**src/rtl/cic_dec_pkg.sv**
```systemverilog
package cic_dec_pkg;
  typedef enum logic {
    FMT_DATA16  = 1'b0,
    FMT_MIXED15 = 1'b1
  } fmt_mode_e;

  localparam logic FRAME_FLAG_DATA = 1'b0;
endpackage

```
**src/rtl/cic_integ.sv**
```systemverilog
module cic_integ #(
  parameter int ORDER = 3,
  parameter int ACC_W = 17
) (
  input  logic                    clk,
  input  logic                    rst,
  input  logic                    en,
  input  logic                    bit_in,
  output logic signed [ACC_W-1:0] acc_o
);
  logic signed [ACC_W-1:0] stg [ORDER];
  logic signed [ACC_W-1:0] x;

  // +1 for a one, -1 for a zero
  assign x = bit_in ? ACC_W'(1) : {ACC_W{1'b1}};

  for (genvar g = 0; g < ORDER; g++) begin : g_stage
    if (g == 0) begin : g_first
      always_ff @(posedge clk) begin
        if (rst)     stg[g] <= '0;
        else if (en) stg[g] <= stg[g] + x;
      end
    end else begin : g_next
      always_ff @(posedge clk) begin
        if (rst)     stg[g] <= '0;
        else if (en) stg[g] <= stg[g] + stg[g-1];
      end
    end
  end

  assign acc_o = stg[ORDER-1];
endmodule

```
**src/rtl/cic_decim_ctr.sv**
```systemverilog
module cic_decim_ctr #(
  parameter int RATE = 32
) (
  input  logic clk,
  input  logic rst,
  input  logic en,
  output logic stb_o
);
  localparam int CW = (RATE > 1) ? $clog2(RATE) : 1;
  localparam logic [CW-1:0] LAST = CW'(RATE - 1);

  logic [CW-1:0] cnt;

  always_ff @(posedge clk) begin
    if (rst) begin
      cnt   <= '0;
      stb_o <= 1'b0;
    end else begin
      stb_o <= en && (cnt == LAST);
      if (en) cnt <= (cnt == LAST) ? '0 : cnt + 1'b1;
    end
  end
endmodule

```
**src/rtl/cic_comb.sv**
```systemverilog
module cic_comb #(
  parameter int ORDER = 3,
  parameter int ACC_W = 17
) (
  input  logic                    clk,
  input  logic                    rst,
  input  logic                    stb,
  input  logic signed [ACC_W-1:0] din,
  output logic signed [ACC_W-1:0] y_o,
  output logic                    vld_o
);
  logic signed [ACC_W-1:0] dly  [ORDER];
  logic signed [ACC_W-1:0] diff [ORDER+1];

  assign diff[0] = din;

  for (genvar g = 0; g < ORDER; g++) begin : g_stage
    assign diff[g+1] = diff[g] - dly[g];
    always_ff @(posedge clk) begin
      if (rst)      dly[g] <= '0;
      else if (stb) dly[g] <= diff[g];
    end
  end

  always_ff @(posedge clk) begin
    if (rst) begin
      y_o   <= '0;
      vld_o <= 1'b0;
    end else begin
      vld_o <= stb;
      if (stb) y_o <= diff[ORDER];
    end
  end
endmodule

```
**src/rtl/cic_fmt.sv**
```systemverilog
module cic_fmt
  import cic_dec_pkg::*;
#(
  parameter int ACC_W = 17,
  parameter int OUT_W = 15,
  parameter int SHIFT = 1
) (
  input  logic                    clk,
  input  logic                    rst,
  input  logic                    vld,
  input  logic signed [ACC_W-1:0] y,
  input  fmt_mode_e               mode,
  output logic [OUT_W:0]          word_o,
  output logic                    valid_o
);
  localparam logic signed [ACC_W-1:0] MAXPOS = ACC_W'((1 << (OUT_W - 1)) - 1);

  logic signed [ACC_W-1:0] y_sh;
  logic                    sat;
  logic [OUT_W-1:0]        smp;
  logic [OUT_W:0]          packed_w;

  assign y_sh = y >>> SHIFT;
  assign sat  = (y_sh > MAXPOS);
  assign smp  = sat ? MAXPOS[OUT_W-1:0] : y_sh[OUT_W-1:0];

  always_comb begin
    if (mode == FMT_MIXED15)
      packed_w = {FRAME_FLAG_DATA, smp};
    else if (sat)
      packed_w = {1'b0, {OUT_W{1'b1}}};
    else
      packed_w = {smp, 1'b0};
  end

  always_ff @(posedge clk) begin
    if (rst) begin
      word_o  <= '0;
      valid_o <= 1'b0;
    end else begin
      valid_o <= vld;
      if (vld) word_o <= packed_w;
    end
  end
endmodule

```
**src/rtl/sinc3_decimator.sv**
```systemverilog
module sinc3_decimator
  import cic_dec_pkg::*;
#(
  parameter int ORDER = 3,
  parameter int RATE  = 32,
  parameter int OUT_W = 15
) (
  input  logic             clk,
  input  logic             rst,
  input  logic             in_en,
  input  logic             in_bit,
  input  logic             mode_mixed,
  output logic [OUT_W:0]   out_word,
  output logic             out_valid
);
  localparam int GROWTH = ORDER * $clog2(RATE);
  localparam int ACC_W  = GROWTH + 2;
  localparam int SHIFT  = GROWTH - (OUT_W - 1);

  logic signed [ACC_W-1:0] acc;
  logic signed [ACC_W-1:0] comb_y;
  logic                    dec_stb;
  logic                    comb_vld;
  fmt_mode_e               mode;

  assign mode = fmt_mode_e'(mode_mixed);

  cic_integ #(.ORDER(ORDER), .ACC_W(ACC_W)) u_integ (
    .clk(clk), .rst(rst), .en(in_en), .bit_in(in_bit), .acc_o(acc)
  );

  cic_decim_ctr #(.RATE(RATE)) u_ctr (
    .clk(clk), .rst(rst), .en(in_en), .stb_o(dec_stb)
  );

  cic_comb #(.ORDER(ORDER), .ACC_W(ACC_W)) u_comb (
    .clk(clk), .rst(rst), .stb(dec_stb), .din(acc),
    .y_o(comb_y), .vld_o(comb_vld)
  );

  cic_fmt #(.ACC_W(ACC_W), .OUT_W(OUT_W), .SHIFT(SHIFT)) u_fmt (
    .clk(clk), .rst(rst), .vld(comb_vld), .y(comb_y), .mode(mode),
    .word_o(out_word), .valid_o(out_valid)
  );
endmodule

```
**config.mk**
```make
export PLATFORM = sky130hd
export DESIGN_NAME = sinc3_decimator
export DESIGN_NICKNAME = d
export VERILOG_FILES = /design/src/rtl/cic_dec_pkg.sv /design/src/rtl/cic_integ.sv /design/src/rtl/cic_decim_ctr.sv /design/src/rtl/cic_comb.sv /design/src/rtl/cic_fmt.sv /design/src/rtl/sinc3_decimator.sv
export SDC_FILE = /design/constraint.sdc
export NUM_CORES = 1
export LEC_CHECK = 0
export ABC_AREA = 1
export BUFFER_PORTS_ARGS = -buffer_cell sky130_fd_sc_hd__buf_2
export CORE_UTILIZATION = 35
export DETAILED_ROUTE_END_ITERATION = 6
export PLACE_DENSITY = 0.6
export SLEW_MARGIN = 20
export SYNTH_ARGS = -nofsm -noshare
export SYNTH_HDL_FRONTEND = slang
export SYNTH_SLANG_ARGS = --single-unit
```
**constraint.sdc**
```tcl
create_clock -name clk -period 4.5 [get_ports clk]
set_clock_uncertainty 0.05 [all_clocks]
set_input_delay 0.225 -clock clk [delete_from_list [all_inputs] [get_ports clk]]
set_output_delay 0.225 -clock clk [all_outputs]
set_load 0.01 [all_outputs]
```
# After elaboration in Yosys (flattened, before gate mapping)

Memories as Yosys holds them, arrays and structs flattened.
Cells that the tools add are included.

Div/mod/pow operators: 0
$lt $le $gt $ge: 1
Mux-type cells: 19
Reductions and logical operators: 1
$mul: 0
Bitwise logic cells: 6
Add/sub/neg operators: 7
Eq/ne operators: 1
Shift operators: 0

Operator list:

| operator               | count |
|---|---|
| $mux W17               | 7 |
| $add A17 B17 Y17       | 3 |
| $sub A17 B17 Y17       | 3 |
| $mux W16               | 2 |
| $gt A16 B15 Y1 const B | 1 |
| $mux W15               | 1 |
| $mux W1                | 8 |
| $or A1 B1 Y1           | 6 |
| $add A5 B1 Y5 const B  | 1 |
| $eq A5 B5 Y1 const B   | 1 |
| $mux W5                | 1 |
| $logic_and A1 B1 Y1    | 1 |

Input port bits: 5
Bits in registers: 41
Memory bits (writable): 102
Memories: 2
Bits in latches: 0
Output and inout port bits: 17
Logic and storage cells: 43
ROM bits: 0

Memories:

| memory      | depth | width | rd ports | clocked after Yosys merged registers in | wr ports | line            | text |
|---|---|---|---|---|---|---|---|
| u_comb.dly  | 3     | 17    | 3        | 0                                       | 3        | cic_comb.sv:12  | `logic signed [ACC_W-1:0] dly [ORDER];` |
| u_integ.stg | 3     | 17    | 3        | 0                                       | 3        | cic_integ.sv:11 | `logic signed [ACC_W-1:0] stg [ORDER];` |

# Longest topological paths before layout

Depth in word-level cells: 4
Mapped depth: 29
Mapped depth without buffers: 29

# Modules after synthesis

From an unflattened synthesis, not the netlist that was laid out.

Cell total of the unflattened synthesis: 1501
Area, all modules: 10794.1 µm²

By module, submodules not included:

| module        | cells each | area each (µm²) | seq. area each (µm²) | times used |
|---|---|---|---|---|
| cic_comb      | 620        | 4907.2          | 1891.8               | 1 |
| cic_integ     | 705        | 4747.1          | 1531.5               | 1 |
| cic_fmt       | 142        | 879.6           | 340.3                | 1 |
| cic_decim_ctr | 34         | 260.2           | 120.1                | 1 |

# Worst setup path after synthesis

Ideal clock, no wire load.

Kind: register -> register
Start point: mem u_integ.stg[2][0]
End point: reg u_comb.y_o[15]
Setup slack: 0.480 ns
Stages on the path, launching flop included: 26
Data required time: 4.269 ns
Arrival: 3.789 ns
Clock period less this slack: 4.020 ns
Setup time: 0.181 ns
Buffers on the path: 0
Cells stage by stage: edfxtp_1 > inv_1 > ha_1 > fa_1 > inv_1 > nand2_1 > nand2_1 > and2_1 > a31o_2 > xor2_1 > inv_1 > ha_1 > nand2_1 > o21a_1 > nand2_1 > a21oi_1 > o21bai_1 > xor2_1 > inv_1 > ha_1 > nand2_1 > nor2_1 > a221oi_1 > nand2_1 > o21ai_0 > o21ai_0

RTL lines:

| element              | line            | text |
|---|---|---|
| from (decl)          | cic_integ.sv:11 |  |
| to (signal assigned) | cic_comb.sv:31  | `if (stb) y_o <= diff[ORDER];` |
| to (decl)            | cic_comb.sv:9   | `output logic signed [ACC_W-1:0] y_o,` |

==> results.rst <==
.. list-table::
   :header-rows: 1

   * - Metric
     - Value
   * - Max-slew violation count
     - 0
   * - WL per Instance
     - 12.13 um
   * - Sw Share
     - 0.3828
   * - Overflow left after global routing
     - 0
   * - Highest fanout seen on the critical path
     - 4
   * - Via count of the first global-routing pass
     - 7,312
   * - Async set-reset flop share out of synthesis
     - 0
   * - Number of antenna violations at the first check in global routing
     - 0
   * - Number of buffers created by CTS
     - 17
   * - Pin count of the biggest net entering global routing
     - 44
   * - Synthesized area per cell
     - 8.139 um^2
   * - Synthesis-stage register bit count
     - 142
   * - Detail-routed via count per cell
     - 4.875
   * - Synthesized net count
     - 1,294
   * - Fraction of final layout cells with drive strength greater than 1
     - 0.1187
   * - Drt pass-1 iters
     - 5
   * - Power density over cell area
     - 462.3 nW/um^2
   * - Pre-CTS setup slack
     - 0.04835 ns
   * - Detail Route Antenna Nets
     - 0
   * - Number of cell rows
     - 60
   * - Cells on worst reg2reg path
     - 28
   * - Most instantiated flip-flop cell in the synthesis netlist
     - edfxtp_1
   * - Sequential cell area fraction in the yosys report
     - 0.3999
   * - Starting density of the core
     - 0.3575
   * - Area overhead of the layout relative to synthesis
     - 14.29%
   * - Die height
     - 168.1 um
   * - Root Buffer
     - clkbuf_16
   * - Worst Hold Class
     - in2reg
   * - Final Wtd Congestion
     - 0.8170
   * - Total global-route track usage
     - 0.1399
   * - Peak supply drop
     - 212.8 uV
   * - IO Pins
     - 22
   * - Share of total power in sequential cells
     - 0.299
   * - Critical path's most frequent cell
     - nand2_1
   * - Max Fclk
     - 231.0 MHz
   * - Gate count of the mapped netlist
     - 1,187
   * - Proportion of power drawn by the clock network
     - 0.273
   * - Largest delay contributor family on the critical path
     - simple AND/OR/NAND/NOR gates
   * - 1st-iter DRT viols
     - 351
   * - Core area
     - 27,030 um^2
   * - Final Critical Period
     - 4.328 ns
   * - Detailed-route DRC error count
     - 0
   * - Cell with the biggest individual delay on the critical path
     - fa_1
   * - H-Tree Depth
     - 4
   * - Synth unique cells
     - 49
   * - Number of logic stages on the critical path including buffering
     - 28
   * - Biggest cell delay along the critical path
     - 0.37 ns
   * - Buffers added on ports
     - 21
   * - Final period utilization
     - 0.9618
   * - CP Capture Type
     - flop
   * - Remaining max-slew budget at the tightest pin
     - 0.5499
   * - Clock transition at the registers of the reported paths
     - 0.06 ns
   * - Fillcell total
     - 2,676
   * - CTS Buffer Depth
     - 2
   * - Hold Crit Depth
     - 2
   * - First-pass GRT wire length
     - 32,300 um
   * - Die outline area
     - 28,270 um^2
   * - Post-detail-place hpwl
     - 13,960 um
   * - Critical path type
     - reg2reg
   * - Setup_tns
     - 0 ns
   * - Count of flip-flops with a built-in enable after synthesis
     - 102
   * - Routed WL
     - 19,160 um
   * - Quantity of hold-fixing buffers added after cts
     - 0
   * - Via count
     - 7,698
   * - Status
     - complete, no violations
   * - Fin worst setup slack
     - 0.1718 ns
   * - TritonCTS clock tree
     - done
   * - X dimension of the die
     - 168.1 um
   * - Post-layout net count
     - 1,332
   * - Latest clock arrival within the worst-skew pair
     - 0.44 ns
   * - Post-layout util
     - 0.4085
   * - Total of endpoints with negative setup slack in the final report
     - 0
   * - Internal power summed over all cells
     - 3.150 mW
   * - Cell area after synthesis
     - 9661 um^2
   * - Arrival time at the worst endpoint
     - 4.60 ns
   * - YS warnings
     - 0
   * - Number of max-cap violations
     - 0
   * - Diodes inserted
     - 0
   * - CP Buf/Inv Count
     - 5
   * - Switching power summed over all nets
     - 1.954 mW
   * - CP startpoint kind
     - flop
   * - Fin Hold WS
     - 0.06362 ns
   * - Transition time at the pin with the least slew margin
     - 0.6727 ns
   * - Number of endpoints with negative hold slack in the final report
     - 0
   * - Clock Sink Count
     - 142
   * - Comb pwr share
     - 0.427
   * - Crit path required time
     - 4.77 ns
   * - LEAKAGE
     - 5.140 nW
worst reg2reg max path: cells and delay by family, from the launching register on:
family | cells | cell delay [ns]
simple gates | 14 | 1.49
fa+ha+maj | 4 | 1.14
buf+inv | 5 | 0.42
xor+xnor | 2 | 0.39
compound gates | 3 | 0.37
flops | 1 | 0.35
placed cells by master (no fill, tap or decap), types with 6 or more instances in the layout:
master and count:
nand3_2 7, a21oi_2 15, nand3_1 54, nand2_1 188, nand2_2 11, inv_1 203
xor2_1 19, o21ai_2 10, o21a_1 14, fa_1 6, dfxtp_1 40, xnor2_1 6
o21ai_1 14, clkbuf_16 20, ha_1 87, edfxtp_1 102, nor2_1 106, a21oi_1 128
o221ai_1 6, a21o_1 7, nor3_1 8, buf_2 21, o21ai_0 65, buf_4 14
per-stage QoR:
step / instances / total power, mW / cell area [um^2]
detailed placement: 1540 / 3.471 / 10180
finish: 1579 / 5.105 / 11040
global route: 1579 / 5.493 / 11040
CTS: 1572 / 4.881 / 10770
floorplan: 1187 / 3.085 / 9661
global placement: 1540 / 3.450 / 10180
cell usage after synthesis (8+ instances only):
cell type | number | area [um^2]
inv_1 | 205 | 769.5
nand2_1 | 193 | 724.4
a21oi_1 | 136 | 680.7
nor2_1 | 109 | 409.1
edfxtp_1 | 102 | 3063
ha_1 | 96 | 1201
o21ai_0 | 69 | 345.3
nand3_1 | 54 | 270.3
dfxtp_1 | 40 | 800.8
xor2_1 | 22 | 192.7
o21a_1 | 14 | 105.1
clkbuf_1 | 12 | 45.04
o21ai_2 | 11 | 96.34
o21ai_1 | 10 | 50.05
nor3_1 | 9 | 45.04
xnor2_1 | 8 | 70.07
cells by family (layout without fill, tap and decap cells):
logic type,count (synthesis),count (layout),share of synthesized area
simple gates,397,397,0.1736
compound gates,291,291,0.1737
buf+inv,225,276,0.08885
flops,142,142,0.3999
fa+ha+maj,102,102,0.1368
xor+xnor,30,30,0.02720
worst paths after layout:
kind	from	end	slack (ns)
worst max-delay path	u_integ.stg[2][0]	u_comb.y_o[16]	0.17
worst min register to register	u_comb.y_o[14]	u_comb.y_o[14]	0.40
worst min-delay path	rst	u_fmt.word_o[15]	0.06
worst max register to register	u_integ.stg[2][0]	u_comb.y_o[16]	0.17
what timing repair did:
item / CTS / global route
gates resized for setup: 0 / 43
setup buffers: 0 / 7
setup endpoints to repair: 0 / 5
area by class of cell:
| type | instances | area, um^2 | area share |
|---|---|---|---|
| Clock buffer | 22 | 519.2 | 0.04703 |
| Clock inverter | 10 | 73.82 | 0.006686 |
| Inverter | 209 | 784.5 | 0.07106 |
| Multi-Input combinational cell | 820 | 5162 | 0.4676 |
| Sequential cell | 142 | 3864 | 0.3500 |
| Tap cell | 341 | 426.7 | 0.03864 |
| Timing Repair Buffer | 35 | 210.2 | 0.01904 |
sequential cells by signal (all words and copies together), names as in the netlist:
signal         cells
u_ctr.cnt          5
u_comb.y_o        16
u_fmt.word_o      16
u_ctr.stb_o        1
u_integ.stg       51
u_fmt.valid_o      1
u_comb.dly        51
u_comb.vld_o       1
layer usage:
metal / routed length, um / GRT usage
met2: 9396 / 0.2527
met1: 8869 / 0.1654
met5: 0 / 0
met3: 533 / 0.02609
met4: 356 / 0.04862
power groups by stage:
stage / logic, mW / registers [mW] / clock network [mW]
global placement: 1.90 / 1.55 / 0
floorplan: 1.55 / 1.54 / 0
finish: 2.18 / 1.53 / 1.40
global route: 2.48 / 1.54 / 1.48
CTS: 1.93 / 1.53 / 1.42
detailed placement: 1.91 / 1.56 / 0
No activity file was read; power rests on OpenSTA's default activity.
